**src/rtl/mdio_mgmt_pkg.sv**
```systemverilog
package mdio_mgmt_pkg;
  localparam int unsigned ADDR_W   = 5;
  localparam int unsigned DATA_W   = 16;
  localparam int unsigned WORD_W   = 32;
  localparam int unsigned RDY_BIT  = 28;
  localparam int unsigned OP_LO    = 26;
  localparam int unsigned PHY_LO   = 21;
  localparam int unsigned REG_LO   = 16;
  localparam int unsigned FIELD_W  = 28;

  typedef enum logic [1:0] {
    MDIO_OP_WR = 2'b01,
    MDIO_OP_RD = 2'b10
  } mdio_op_e;

  typedef enum logic {
    ENG_IDLE = 1'b0,
    ENG_RUN  = 1'b1
  } eng_state_e;
endpackage

```
**src/rtl/mdio_mdc_gen.sv**
```systemverilog
module mdio_mdc_gen #(
  parameter int unsigned HALF = 4
) (
  input  logic clk,
  input  logic rst_n,
  input  logic run,
  output logic mdc_o,
  output logic rise_o,
  output logic fall_o
);
  localparam int unsigned CW = (HALF > 1) ? $clog2(HALF) : 1;

  logic [CW-1:0] cnt_q, cnt_d;
  logic          mdc_q, mdc_d;
  logic          wrap;

  assign wrap   = (cnt_q == CW'(HALF - 1));
  assign rise_o = run && wrap && !mdc_q;
  assign fall_o = run && wrap && mdc_q;
  assign mdc_o  = mdc_q;

  always_comb begin
    cnt_d = cnt_q;
    mdc_d = mdc_q;
    if (!run) begin
      cnt_d = '0;
      mdc_d = 1'b0;
    end else if (wrap) begin
      cnt_d = '0;
      mdc_d = ~mdc_q;
    end else begin
      cnt_d = cnt_q + CW'(1);
    end
  end

  always_ff @(posedge clk or negedge rst_n) begin
    if (!rst_n) begin
      cnt_q <= '0;
      mdc_q <= 1'b0;
    end else begin
      cnt_q <= cnt_d;
      mdc_q <= mdc_d;
    end
  end
endmodule

```
**src/rtl/mdio_frame_seq.sv**
```systemverilog
module mdio_frame_seq
  import mdio_mgmt_pkg::*;
#(
  parameter int unsigned PRE_LEN = 32
) (
  input  logic              clk,
  input  logic              rst_n,
  input  logic              start,
  input  logic [1:0]        op,
  input  logic [ADDR_W-1:0] phy_ad,
  input  logic [ADDR_W-1:0] reg_ad,
  input  logic [DATA_W-1:0] wdata,
  input  logic              rise,
  input  logic              fall,
  input  logic              mdio_i,
  output logic              busy_o,
  output logic              finish_o,
  output logic              is_read_o,
  output logic [DATA_W-1:0] rd_data_o,
  output logic              mdio_o,
  output logic              mdio_oe
);
  localparam int unsigned FRAME_BITS = PRE_LEN + 4 + 2 * ADDR_W + 2 + DATA_W;
  localparam int unsigned IDX_W      = $clog2(FRAME_BITS);
  localparam int unsigned TA_POS     = PRE_LEN + 4 + 2 * ADDR_W;
  localparam int unsigned DATA_POS   = TA_POS + 2;
  localparam int unsigned LAST_POS   = FRAME_BITS - 1;

  eng_state_e              st_q, st_d;
  logic [FRAME_BITS-1:0]   sh_q, sh_d;
  logic [IDX_W-1:0]        idx_q, idx_d;
  logic [DATA_W-1:0]       rd_q, rd_d;
  logic                    rd_op_q, rd_op_d;
  logic                    last_bit;
  logic                    in_data;
  logic                    released;
  logic [1:0]              ta_bits;

  assign last_bit  = (idx_q == IDX_W'(LAST_POS));
  assign in_data   = (idx_q >= IDX_W'(DATA_POS));
  assign released  = rd_op_q && (idx_q >= IDX_W'(TA_POS));
  assign ta_bits   = (op == MDIO_OP_RD) ? 2'b11 : 2'b10;

  assign busy_o    = (st_q == ENG_RUN);
  assign finish_o  = busy_o && fall && last_bit;
  assign is_read_o = rd_op_q;
  assign rd_data_o = rd_q;
  assign mdio_o    = sh_q[FRAME_BITS-1];
  assign mdio_oe   = busy_o && !released;

  always_comb begin
    st_d    = st_q;
    sh_d    = sh_q;
    idx_d   = idx_q;
    rd_d    = rd_q;
    rd_op_d = rd_op_q;
    unique case (st_q)
      ENG_IDLE: begin
        if (start) begin
          st_d    = ENG_RUN;
          sh_d    = {{PRE_LEN{1'b1}}, 2'b01, op, phy_ad, reg_ad, ta_bits, wdata};
          idx_d   = '0;
          rd_op_d = (op == MDIO_OP_RD);
        end
      end
      ENG_RUN: begin
        if (rise && rd_op_q && in_data) begin
          rd_d = {rd_q[DATA_W-2:0], mdio_i};
        end
        if (fall) begin
          if (last_bit) begin
            st_d = ENG_IDLE;
          end else begin
            sh_d  = {sh_q[FRAME_BITS-2:0], 1'b1};
            idx_d = idx_q + IDX_W'(1);
          end
        end
      end
      default: st_d = ENG_IDLE;
    endcase
  end

  always_ff @(posedge clk or negedge rst_n) begin
    if (!rst_n) begin
      st_q    <= ENG_IDLE;
      sh_q    <= '0;
      idx_q   <= '0;
      rd_q    <= '0;
      rd_op_q <= 1'b0;
    end else begin
      st_q    <= st_d;
      sh_q    <= sh_d;
      idx_q   <= idx_d;
      rd_q    <= rd_d;
      rd_op_q <= rd_op_d;
    end
  end
endmodule

```
**src/rtl/mdio_mgmt_engine.sv**
```systemverilog
module mdio_mgmt_engine
  import mdio_mgmt_pkg::*;
#(
  parameter int unsigned CLK_DIV = 8,
  parameter int unsigned PRE_LEN = 32
) (
  input  logic              clk,
  input  logic              rst_n,
  input  logic              reg_wr,
  input  logic [WORD_W-1:0] reg_wdata,
  output logic [WORD_W-1:0] reg_rdata,
  output logic              done_o,
  output logic              mdc_o,
  output logic              mdio_o,
  output logic              mdio_oe,
  input  logic              mdio_i
);
  localparam int unsigned HALF = CLK_DIV / 2;

  logic [FIELD_W-1:0] fld_q, fld_d;
  logic               rdy_q, rdy_d;
  logic               done_q, done_d;
  logic               start;
  logic               busy, finish, is_read;
  logic               rise, fall;
  logic [DATA_W-1:0]  rd_data;
  logic [3:0]         unused_wr_hi;

  assign unused_wr_hi = reg_wdata[WORD_W-1:FIELD_W];
  assign start        = reg_wr && rdy_q;
  assign reg_rdata    = {3'b000, rdy_q, fld_q};
  assign done_o       = done_q;

  mdio_mdc_gen #(.HALF(HALF)) u_mdc (
    .clk    (clk),
    .rst_n  (rst_n),
    .run    (busy),
    .mdc_o  (mdc_o),
    .rise_o (rise),
    .fall_o (fall)
  );

  mdio_frame_seq #(.PRE_LEN(PRE_LEN)) u_seq (
    .clk       (clk),
    .rst_n     (rst_n),
    .start     (start),
    .op        (reg_wdata[OP_LO+1:OP_LO]),
    .phy_ad    (reg_wdata[PHY_LO+ADDR_W-1:PHY_LO]),
    .reg_ad    (reg_wdata[REG_LO+ADDR_W-1:REG_LO]),
    .wdata     (reg_wdata[DATA_W-1:0]),
    .rise      (rise),
    .fall      (fall),
    .mdio_i    (mdio_i),
    .busy_o    (busy),
    .finish_o  (finish),
    .is_read_o (is_read),
    .rd_data_o (rd_data),
    .mdio_o    (mdio_o),
    .mdio_oe   (mdio_oe)
  );

  always_comb begin
    fld_d  = fld_q;
    rdy_d  = rdy_q;
    done_d = 1'b0;
    if (start) begin
      fld_d = reg_wdata[FIELD_W-1:0];
      rdy_d = 1'b0;
    end else if (finish) begin
      rdy_d  = 1'b1;
      done_d = 1'b1;
      if (is_read) begin
        fld_d[DATA_W-1:0] = rd_data;
      end
    end
  end

  always_ff @(posedge clk or negedge rst_n) begin
    if (!rst_n) begin
      fld_q  <= '0;
      rdy_q  <= 1'b1;
      done_q <= 1'b0;
    end else begin
      fld_q  <= fld_d;
      rdy_q  <= rdy_d;
      done_q <= done_d;
    end
  end
endmodule

```
**config.mk**
```make
export PLATFORM = sky130hd
export DESIGN_NAME = mdio_mgmt_engine
export DESIGN_NICKNAME = d
export VERILOG_FILES = /design/src/rtl/mdio_mgmt_pkg.sv /design/src/rtl/mdio_mdc_gen.sv /design/src/rtl/mdio_frame_seq.sv /design/src/rtl/mdio_mgmt_engine.sv
export SDC_FILE = /design/constraint.sdc
export NUM_CORES = 1
export LEC_CHECK = 0
export CAP_MARGIN = 20
export CORE_MARGIN = 1.5
export CORE_UTILIZATION = 51
export CTS_BUF_LIST = sky130_fd_sc_hd__clkbuf_2
export CTS_CLUSTER_DIAMETER = 150
export DETAILED_ROUTE_END_ITERATION = 16
export DONT_BUFFER_PORTS = 1
export GPL_ROUTABILITY_DRIVEN = 0
export HOLD_SLACK_MARGIN = 0.06
export PLACE_DENSITY = 0.74
export SLEW_MARGIN = 20
export SYNTH_ARGS = -nofsm -noshare
export SYNTH_HDL_FRONTEND = slang
export SYNTH_SLANG_ARGS = --single-unit
export TNS_END_PERCENT = 5
```
**constraint.sdc**
```tcl
create_clock -name clk -period 2.05 [get_ports clk]
set_input_delay 0.1025 -clock clk [delete_from_list [all_inputs] [get_ports clk]]
set_output_delay 0.1025 -clock clk [all_outputs]
set_load 0.1 [all_outputs]
```
-- Yosys cells after proc, flatten, opt, wreduce, memory -nomap -nowiden
Cells that the tools add are included.
- bits in registers: 121
- word-level logic and storage cells: 66
- add/sub/neg operators: 2
- $lt $le $gt $ge: 2
- equality and inequality tests: 7
- mux-type cells: 24
- bitwise gates (word level): 2
- reductions and logical operators: 18
- operators with widths (operator ; count):
    $mux W64 ; 3
    $pmux W64 S2 ; 1
    $mux W16 ; 3
    $mux W6 ; 3
    $ge A6 B6 Y1 const B ; 2
    $pmux W6 S2 ; 1
    $logic_and A1 B1 Y1 ; 10
    $mux W1 ; 10
    $add A6 B1 Y6 const B ; 1
    $eq A6 B6 Y1 const B ; 1
    $ne A2 B2 Y1 const B ; 3
    $reduce_and A2 Y1 ; 3
    $eq A2 B2 Y1 const B ; 2
    $mux W2 ; 2
    $reduce_bool A2 Y1 ; 2
    $reduce_and A3 Y1 ; 1
    $add A2 B1 Y2 const B ; 1
    $logic_not A1 Y1 ; 2
    $ne A2 B1 Y1 const B ; 1
    $not A1 Y1 ; 2
    $pmux W1 S2 ; 1

-- Depth between registers and ports, before layout
- word-level depth: 7
- depth in mapped cells: 8
- gate-level depth less buffers: 5

-- Modules after synthesis
From an unflattened synthesis, not the netlist that was laid out.
- cell total of the unflattened synthesis: 442
- area total of the unflattened synthesis: 5681.7 sq um
- modules (own cells, without submodules) (module ; times used ; cells an instance ; area an instance (sq um) ; sequential area each (sq um)):
    mdio_frame_seq ; 1 ; 296 ; 3957.5 ; 2202.1
    mdio_mgmt_engine ; 1 ; 135 ; 1592.8 ; 752.0
    mdio_mdc_gen ; 1 ; 11 ; 131.4 ; 75.1

-- Least setup slack after synthesis
OpenSTA, ideal clock, no wires.
- path kind: reg-to-reg
- start point: register u_mdc.mdc_q, in the netlist u_mdc.mdc_o
- end point: register u_seq.idx_q[3]
- library setup time: 0.126 ns
- data arrival time: 2.049 ns
- required time: 1.924 ns
- path slack: -0.125 ns
- stages on the path, launching flop included: 6
- path buffers: 2
- clock period less this slack: 2.175 ns
- cells stage by stage: dfrtp_1 -> nand3_4 -> a31o_1 -> buf_6 -> buf_6 -> a311o_1
- word-level cells in the longest chain between the ends: 3
- ends and longest elaborated chain (element ; RTL line ; RTL):
    from (decl) ; mdio_mdc_gen.sv:14 ; logic mdc_q, mdc_d;
    from (signal assigned) ; mdio_mdc_gen.sv:42 ; mdc_q <= mdc_d;
    $logic_and A1 B1 Y1 ; mdio_mdc_gen.sv:19 ; assign fall_o = run && wrap && mdc_q;
    $ne A2 B1 Y1 (no line) ; - ;
    $reduce_and A3 Y1 (no line) ; - ;
    to (signal assigned) ; mdio_frame_seq.sv:93 ; idx_q <= idx_d;
    to (decl) ; mdio_frame_seq.sv:31 ; logic [IDX_W-1:0] idx_q, idx_d;
Every way passes these cells.
A chain may end at the register's enable or synchronous reset.

-- Worst setup path after layout
- start point: register u_seq.idx_q[1]
- end point: output mdio_oe
- word-level cells in the longest chain between the ends: 4
- ends and longest elaborated chain (element ; RTL line ; RTL):
    $ge A6 B6 Y1 ; mdio_frame_seq.sv:41 ; assign released = rd_op_q && (idx_q >= IDX_W'(TA_POS));
    $logic_and A1 B1 Y1 ; mdio_frame_seq.sv:41 ;
    $logic_not A1 Y1 ; mdio_frame_seq.sv:49 ; assign mdio_oe = busy_o && !released;
    $logic_and A1 B1 Y1 ; mdio_frame_seq.sv:49 ;
    to (decl) ; mdio_mgmt_engine.sv:15 ; output logic mdio_oe,
Every way passes these cells.

==> metrics.md <==
| Metric | Value |
|---|---|
| Grt met2 use | `roughly a third` |
| Post-Route WL | `about 11,000 um` |
| Crit Path Max Fanout | `4` |
| Number of buffers created by CTS | `17` |
| DRT iter0 DRCs | `198` |
| CP Class | `reg -> out` |
| Hold_ws | `-929 ps` |
| Final hold violations | `121` |
| Gr ovfl total | `0` |
| DR vias | `3,784` |
| Largest net degree at the start of global routing | `~120` |
| Clk pin slew, worst setup/hold paths | `~200 ps` |
| Post-place setup slack | `-89.3 ps` |
| Met3 Use GR | `~5.7%` |
| Final setup vio count | `1` |
| P_sw | `about 2800 uW` |
| Clock net sink count | `121` |
| Mapped cell area | `5260 um^2` |
| Detail Route Antenna Nets | `0` |
| Die Span Y | `105 um` |
| Final Instance Area | `between 6000 and 7000 um^2` |
| Critical Path Start Type | `register` |
| Vias/cell | `around 5.5` |
| Die W | `105 um` |
| Post-synthesis sequential area ratio | `57.6%` |
| Inst Count DP | `between 600 and 700` |
| Nets | `slightly below 600` |
| Gate power share | `between 20% and 30%` |
| Least-Margin Pin Slew | `685 ps` |
| Pleak | `between 0.003 and 0.004 uW` |
| Detailed-route DRC error count | `0` |
| Most used routing layer | `met2` |
| Initial antenna violation count | `0` |
| Clk_lat worst skew | `680 ps` |
| Dpl cell area | `between 5000 and 6000 um^2` |
| Synth Flop Type | `dfrtp_1` |
| Boundary Pins | `between 70 and 80` |
| Initial Utilization | `a little over half` |
| Sw Share | `35.6%` |
| Slew HR | `approximately 54%` |
| H-tree depth | `4` |
| Core area | `approximately 9900 um^2` |
| # Max-Cap Violations | `0` |
| # hold bufs at CTS | `31` |
| RSZ-0062 raised after global routing | `true` |
| Post-synthesis register bit count | `121` |
| Met1 track demand over resource | `between 20 and 30%` |
| CTS tree | `yes` |
| CP delay by family, top | `flip-flops` |
| Cells after Synth | `483` |
| VDD IR max | `around 0.57 mV` |
| Crit path buffers/inverters | `2` |
| Critical path, cell by cell | `buf_6, ha_4, o211a_1, o211ai_1, and2_4, buf_12` |
| Number of synthesized flops with an enable pin | `0` |
| Cell Rows | `36` |
| Non-filler cells, final | `approximately 690` |
| Syn avg cell area | `~11 um^2` |
| Fraction of layout cells with a size suffix above 1 | `between 20% and 30%` |
| Arrival time at the worst endpoint | `between 2000 and 2500 ps` |
| Max clock buf depth | `2` |
| Setup_tns | `-135 ps` |
| Clk pwr share | `roughly a quarter` |
| Worst path max stage delay | `roughly 430 ps` |
| Vias in the first global route | `3,762` |
| Max Fclk | `458 MHz` |
| WL/cell | `15.4 um` |
| # diodes | `0` |
| Final Cycle Share | `107%` |
| Number of port buffers | `0` |
| Fin Clk Skew | `around 35 ps` |
| CP max-delay cell | `dfrtp_1` |
| Yosys warns | `0` |
| Post-synthesis cell type count | `38` |
| Final worst path period need | `between 2000 and 2500 ps` |
| Area Growth Syn to Fin | `21.4%` |
| Post-DP HPWL | `between 6000 and 7000 um` |
| CP Capture Type | `output port` |
| Smallest setup slack after layout | `-135 ps` |
| First-pass GRT wire length | `approximately 18,000 um` |
| Power Density | `around 1200 nW/um^2` |
| Async SR Flop Fraction | `100%` |
| Failing checks | `hold timing, setup timing` |
| Internal Power | `around 5000 uW` |
| Root Buffer | `clkbuf_2` |
| First drt pass iteration count | `4` |
| Status | `complete, but fails checks` |
| Total die area | `between 10,000 and 15,000 um^2` |
| CP required | `between 1500 and 2000 ps` |
| Total track usage | `a little over a fifth` |
| Sequential share of power | `45.3%` |
| Min-Delay Path Class | `in -> async` |
| Max-slew violations | `0` |
[repair_timing]
| item | 4_1_cts | 5_1_grt |
|---|---|---|
| resized for setup | 8 | 27 |
| endpoints found under the setup margin | 30 | 52 |
| gates cloned | 0 | 0 |
| setup buffers | 3 | 2 |
| pin swaps | 2 | 4 |
| endpoints found under the hold margin | 217 | 121 |
[placed cells by master (no fill, tap or decap), types with 19 or more instances in the layout]
| master | n |
|---|---|
| o21ai_0 | 49 |
| buf_4 | 44 |
| mux2i_1 | 44 |
| dlygate4sd3_1 | 31 |
| nand3_1 | 29 |
| mux2_2 | 30 |
| a21oi_1 | 19 |
| nand2_1 | 71 |
| nor2_1 | 24 |
| dfrtp_1 | 118 |
[synth_stat cells (3+ instances only)]
cell type,instances,area [um^2]
nor2_1,25,93.8
mux2_2,30,338
nand2_1,72,270
ha_1,3,37.5
nand3_1,34,170
a21oi_1,19,95.1
buf_6,4,45.0
buf_4,7,52.6
mux2i_1,44,440
buf_2,9,45.0
o21ai_0,64,320
and2_1,4,25.0
clkbuf_1,18,67.6
dfrtp_1,120,3000
[state kept, by name, summed over array words and instances (netlist names)]
signal	flops
done_o	1
fld_q	28
rdy_q	1
u_mdc.cnt_q	2
u_mdc.mdc_o	1
u_seq.busy_o	1
u_seq.idx_q	6
u_seq.is_read_o	1
u_seq.rd_data_o	16
u_seq.sh_q	64
[power by group through the flow]
stage          registers [uW]  clock network [uW]  logic, uW
6_report                 3550                2000       2280
5_1_grt                  3630                2150       2520
4_1_cts                  3530                2040       2180
3_5_place_dp             3570                   0       2030
3_3_place_gp             3530                   0       1950
2_1_floorplan            4080                   0       1060
[path summary, 6_finish.rpt]
path                            slack [ps]  cells after the start                  to            from
max in group asynchronous             2750                      0      u_seq.idx_q[3]           rst_n
worst max-delay path                  -130                      6             mdio_oe  u_seq.idx_q[1]
worst min register to register         450                      1      u_mdc.cnt_q[0]  u_mdc.cnt_q[0]
min in group clk                       130                      2  u_seq.rd_data_o[0]          mdio_i
worst max register to register          40                      9      u_seq.sh_q[16]  u_seq.idx_q[0]
worst min-delay path                  -930                      0            fld_q[1]           rst_n
[cells by family after synthesis]
family / share of synthesized area, %
AOI/OAI and AO/OA: 9.92
xor gates and xnor gates: 0.166
adders and majority gates: 0.714
buffers and inverters: 4.28
DFF: 57.6
muxes: 14.8
other: 0.0713
and+or+nand+nor: 12.5
[metal layers]
metal | share of wire, % | up-vias
met3 | 4.2 | 20
li1 | - | 1792
met1 | 45 | 1870
met4 | 1.5 | 0
met2 | 50 | 102
met5 | 0 | -
[through the flow]
| step | power [uW] | util [%] |
|---|---|---|
| 6_report | 7830 | 64.5 |
| 5_1_grt | 8300 | 64.5 |
| 4_1_cts | 7740 | 63.7 |
| 3_5_place_dp | 5600 | 56.7 |
| 3_3_place_gp | 5480 | 56.7 |
| 2_1_floorplan | 5140 | - |
[layout make-up]
type | instances | area (um^2)
Fill cell | 749 | 3520
Sequential cell | 121 | 3030
Clock buffer | 18 | 90.1
Timing Repair Buffer | 83 | 766
Clock inverter | 14 | 245
Tap cell | 133 | 166
Multi-Input combinational cell | 322 | 2080
Inverter | 2 | 7.51
Power figures use the tool's default switching activity.
